===== config.mk =====
export PLATFORM = sky130hd
export DESIGN_NAME = fpn_unit
export DESIGN_NICKNAME = d
export VERILOG_FILES = /design/src/rtl/fpn_pkg.sv /design/src/rtl/fpn_classify.sv /design/src/rtl/fpn_quiet.sv /design/src/rtl/fpn_select.sv /design/src/rtl/fpn_unit.sv
export SDC_FILE = /design/constraint.sdc
export NUM_CORES = 1
export LEC_CHECK = 0
export BUFFER_PORTS_ARGS = -buffer_cell sky130_fd_sc_hd__buf_4
export CAP_MARGIN = 20
export CORE_ASPECT_RATIO = 1.25
export CORE_MARGIN = 8
export CORE_UTILIZATION = 46
export DETAILED_ROUTE_END_ITERATION = 10
export GPL_TIMING_DRIVEN = 0
export PLACE_DENSITY = 0.85
export SETUP_SLACK_MARGIN = 0.3
export SYNTH_ARGS = -nofsm -noshare
export SYNTH_HDL_FRONTEND = slang
export SYNTH_SLANG_ARGS = --single-unit
export TNS_END_PERCENT = 50

===== constraint.sdc =====
create_clock -name vclk -period 2.8
set_clock_uncertainty 0.1 [all_clocks]
set_input_delay 0.28 -clock vclk [all_inputs]
set_output_delay 0.28 -clock vclk [all_outputs]
set_load 0.05 [all_outputs]

===== src/rtl/fpn_pkg.sv =====
package fpn_pkg;

    localparam int SP_EXP_W  = 8;
    localparam int SP_FRAC_W = 23;

    typedef enum logic [2:0] {
        CLS_ZERO = 3'd0,
        CLS_NORM = 3'd1,
        CLS_SUB  = 3'd2,
        CLS_INF  = 3'd3,
        CLS_QNAN = 3'd4,
        CLS_SNAN = 3'd5
    } fp_cls_e;

    // Signaling when the convention bit differs from the top fraction bit.
    function automatic logic nan_signals(input logic mode2008, input logic top_frac);
        return mode2008 ^ top_frac;
    endfunction

endpackage


===== src/rtl/fpn_classify.sv =====
module fpn_classify
    import fpn_pkg::*;
#(
    parameter int EXP_W  = SP_EXP_W,
    parameter int FRAC_W = SP_FRAC_W,
    localparam int WORD_W = 1 + EXP_W + FRAC_W
) (
    input  logic [WORD_W-1:0] word,
    input  logic              mode2008,
    output fp_cls_e           cls
);
    logic [EXP_W-1:0]  exp_f;
    logic [FRAC_W-1:0] frac_f;

    assign exp_f  = word[WORD_W-2 -: EXP_W];
    assign frac_f = word[FRAC_W-1:0];

    always_comb begin
        if (exp_f == '0)
            cls = (frac_f == '0) ? CLS_ZERO : CLS_SUB;
        else if (exp_f != '1)
            cls = CLS_NORM;
        else if (frac_f == '0)
            cls = CLS_INF;
        else if (nan_signals(mode2008, frac_f[FRAC_W-1]))
            cls = CLS_SNAN;
        else
            cls = CLS_QNAN;
    end
endmodule


===== src/rtl/fpn_quiet.sv =====
module fpn_quiet
    import fpn_pkg::*;
#(
    parameter int EXP_W  = SP_EXP_W,
    parameter int FRAC_W = SP_FRAC_W,
    localparam int WORD_W = 1 + EXP_W + FRAC_W
) (
    input  logic [WORD_W-1:0] word,
    input  fp_cls_e           cls,
    input  logic              mode2008,
    input  logic              req,
    output logic [WORD_W-1:0] quiet_word,
    output logic              invalid
);
    logic [FRAC_W-1:0] frac_new;
    logic [FRAC_W-1:0] frac_cleared;

    always_comb begin
        frac_cleared = word[FRAC_W-1:0];
        frac_cleared[FRAC_W-1] = 1'b0;
        if (mode2008) begin
            frac_new = word[FRAC_W-1:0];
            frac_new[FRAC_W-1] = 1'b1;
        end else begin
            frac_new = frac_cleared;
            if (frac_cleared == '0)
                frac_new[FRAC_W-2] = 1'b1;
        end
    end

    always_comb begin
        invalid    = req && (cls == CLS_SNAN);
        quiet_word = invalid ? {word[WORD_W-1:FRAC_W], frac_new} : word;
    end
endmodule


===== src/rtl/fpn_select.sv =====
module fpn_select
    import fpn_pkg::*;
#(
    parameter int EXP_W  = SP_EXP_W,
    parameter int FRAC_W = SP_FRAC_W,
    localparam int WORD_W = 1 + EXP_W + FRAC_W
) (
    input  logic [WORD_W-1:0] a,
    input  logic [WORD_W-1:0] b,
    output logic [WORD_W-1:0] pick
);
    logic a_wins;

    assign a_wins = a[FRAC_W-1:0] > b[FRAC_W-1:0];
    assign pick   = a_wins ? a : b;
endmodule


===== src/rtl/fpn_unit.sv =====
module fpn_unit
    import fpn_pkg::*;
#(
    parameter int EXP_W  = SP_EXP_W,
    parameter int FRAC_W = SP_FRAC_W,
    localparam int WORD_W = 1 + EXP_W + FRAC_W
) (
    input  logic [WORD_W-1:0] op_a,
    input  logic [WORD_W-1:0] op_b,
    input  logic              nan2008,
    input  logic              quiet_req,
    output logic [2:0]        cls_a,
    output logic [WORD_W-1:0] quiet_word,
    output logic              invalid,
    output logic [WORD_W-1:0] pick_word
);
    fp_cls_e cls_in;
    fp_cls_e cls_out;

    fpn_classify #(.EXP_W(EXP_W), .FRAC_W(FRAC_W)) u_cls_in (
        .word(op_a), .mode2008(nan2008), .cls(cls_in)
    );

    fpn_quiet #(.EXP_W(EXP_W), .FRAC_W(FRAC_W)) u_quiet (
        .word(op_a), .cls(cls_in), .mode2008(nan2008), .req(quiet_req),
        .quiet_word(quiet_word), .invalid(invalid)
    );

    fpn_select #(.EXP_W(EXP_W), .FRAC_W(FRAC_W)) u_sel (
        .a(op_a), .b(op_b), .pick(pick_word)
    );

    // Reclassify the quieting result so it can be checked against the input class.
    fpn_classify #(.EXP_W(EXP_W), .FRAC_W(FRAC_W)) u_cls_out (
        .word(quiet_word), .mode2008(nan2008), .cls(cls_out)
    );

    assign cls_a = cls_in;

    always_comb begin
        a_r3_quieted_is_qnan: assert (!invalid || cls_out == CLS_QNAN)
            else $error("quieted word is not a quiet NaN");
        a_r6_passthrough: assert (invalid || quiet_word == op_a)
            else $error("word altered without invalid flag");
        a_r8_sign_kept: assert (quiet_word[WORD_W-1] == op_a[WORD_W-1])
            else $error("sign changed by quieting");
        a_r7_pick_member: assert (pick_word == op_a || pick_word == op_b)
            else $error("picked word is neither operand");
        a_r5_flag_snan: assert (!invalid || (quiet_req && cls_in == CLS_SNAN))
            else $error("invalid raised for a non-signaling operand");
    end
endmodule


==> flow_summary.yaml <==
layout:
  diodes: 0
  seqCellArea_sq_um: 0
  clockBufferCount: 0
  drive_gt1_frac: 0.602
  design.seq.count: 0
  nets: 571
  area_growth_pct: 96.8
  n_fill_cell: 118
yosys:
  ys_seq_area_frac: 0
  synth_cells: 330
  synthTopCellsByArea: "ha_1 (14%), a22oi_1 (12%), buf_4 (12%), nand4_1 (11%), a21boi_0 (11%)"
  yosysTopAreaCellShare: 0.135
  yosys.area.top_type: "ha_1"
  synth_common_cells: "nand4_1 (39), o21ai_0 (37), nand3_1 (34)"
  synth_warnings: 0
  syn_area_sq_um: 2130
  post-synth-top-count-cell: "nand4_1"
  syn_area_per_cell_sq_um: 6.45
  syn_nets: 419
  ys_types: 30
route:
  vias: 3963
  vias_per_cell: 7.37
  drt_iter0_drc: 638
  drc: 0
  first_pass_iters: 5
  wl_per_cell_um: 26.4
  ant_nets: 0
  wirelength_mm: 14.2
sta:
  period_minus_slack_ns: 2.94
  drv_slew: 0
  max_freq_mhz: 341
  max_slew_margin: 0.671
  setup_violations: 10
  timing.final.ws_setup_ns: -0.136
  finalSetupTns_ns: -0.515
  fin_crit_sh: 1.05
  tightest_slew_ns: 0.489
  final-hold-violation-count: 0
  rsz0062_at_grt: "yes"
global_route:
  grt_usage: 0.254
  grt_max_degree: 11
  grt-ovfl-total: 0
  grt_pass1_wl_mm: 15.8
  antenna_found_initial: 0
  grt_pass1_vias: 3291
critical_path:
  critPathKind: "in2out"
  required_ns: 2.42
  startpoint_type: "primary input"
  crit_slowest_cell: "ha_1"
  crit_buf_inv: 5
  cp_max_fo: 10
  worst_path_dominant_cell_family: "simple AND/OR/NAND/NOR gates"
  cp-end-kind: "primary output"
  worstPathCellList: "buf_4 > inv_1 > ha_1 > nand4_1 > nor4_4 > buf_6 > buf_4 > a21boi_0 > a22oi_1 > nand3_1 > buf_6"
  crit_arrival_ns: 2.56
  slowest_delay_ns: 0.34
power_and_ir_drop:
  peakVddDrop_mv: 0.202
  leakagePower_nw: 1.93
  p_per_area_nw_per_um2: 257
floorplanning:
  die_x_um: 76.9
  pin_count: 134
  row_count: 27
  start_util: 0.481
  die_h_um: 92.1
  die_area_sq_um: 7080
  core-area_sq_um: 4430
place:
  pre_cts_ws_ns: -0.0781
  io_buffers: 134
  gp_congestion: 0.877
  hpwlAfterDp_mm: 7.23
hold_path:
  hp-class: "in2out"
job:
  cap_viol_max_count: 0
run_status:
  violations: "negative setup slack"
  status: "finished, violations left"
-- timing repair --
item	4_1_cts	5_1_grt
setup buffers	5	7
setup endpoints to repair	32	33
gates cloned	3	1
hold buffers	0	0
gates resized for setup	68	216
pin swaps	9	67
-- metal layers --
metal | track usage | share of wire | vias to the layer above | routed length (um)
met1 | 0.290 | 0.31 | 1807 | 4450
li1 | - | - | 1542 | -
met5 | 0 | 0 | - | 0
met3 | 0.0322 | 0.12 | 145 | 1770
met4 | 0.0595 | 0.090 | 0 | 1280
met2 | 0.480 | 0.47 | 469 | 6680
-- layout make-up --
cell class                      instances  area [sq um]  share of cell area
Multi-Input combinational cell        248          2100               0.502
Inverter                               24           108              0.0257
Tap cell                               58          72.6              0.0173
Buffer                                 58           464               0.111
Timing Repair Buffer                  150          1440               0.344
-- worst paths after layout --
kind	slack, ns	to	startpoint	depth (start not counted)
worst max-delay path	-0.14	pick_word[2]	op_b[14]	11
worst min-delay path	0.83	quiet_word[10]	op_a[10]	3
-- cells by family (layout without fill, tap and decap cells) --
family | count (synthesis) | in the layout | share of synthesized area
compound gates | 121 | 121 | 0.373
xor+xnor | 1 | 1 | 0.00411
buf+inv | 82 | 232 | 0.207
fa+ha+maj | 23 | 23 | 0.135
mux | 1 | 1 | 0.00529
simple gates | 102 | 102 | 0.276
-- report_power, final --
part	total, mW	switching [mW]	internal, mW	leakage, nW
logic	1.08	0.667	0.410	1.93
registers	0	0	0	0
clock network	0	0	0	0
total	1.08	0.667	0.410	1.93
-- layout by cell type, fill, tap and decap left out, drive strengths merged --
cell,n
o31a,2
clkbuf,9
nand3b,2
buf,199
ha,23
a21oi,11
a211oi,2
mux2,1
o21ai,37
nor4,8
nand4,40
nand2,7
inv,24
a211o,1
nand3,34
nor2,6
nor3,2
o41ai,1
and2,1
or2,1
a22oi,33
a22o,1
and4,1
a21boi,32
o31ai,1
xnor2,1
-- metrics by stage --
step / total power, mW / hold WS [ns] / cells / area (sq um) / utilization
4_1_cts: 0.880 / 0.830 / 530 / 3550 / 0.803
5_1_grt: 1.11 / 0.830 / 538 / 4190 / 0.947
3_5_place_dp: 0.820 / 0.829 / 522 / 3210 / 0.725
2_1_floorplan: 0.531 / 0.627 / 330 / 2130 / -
3_3_place_gp: 0.810 / 0.822 / 522 / 3210 / 0.725
6_report: 1.08 / 0.827 / 538 / 4190 / 0.947
Power figures use the tool's default switching activity.
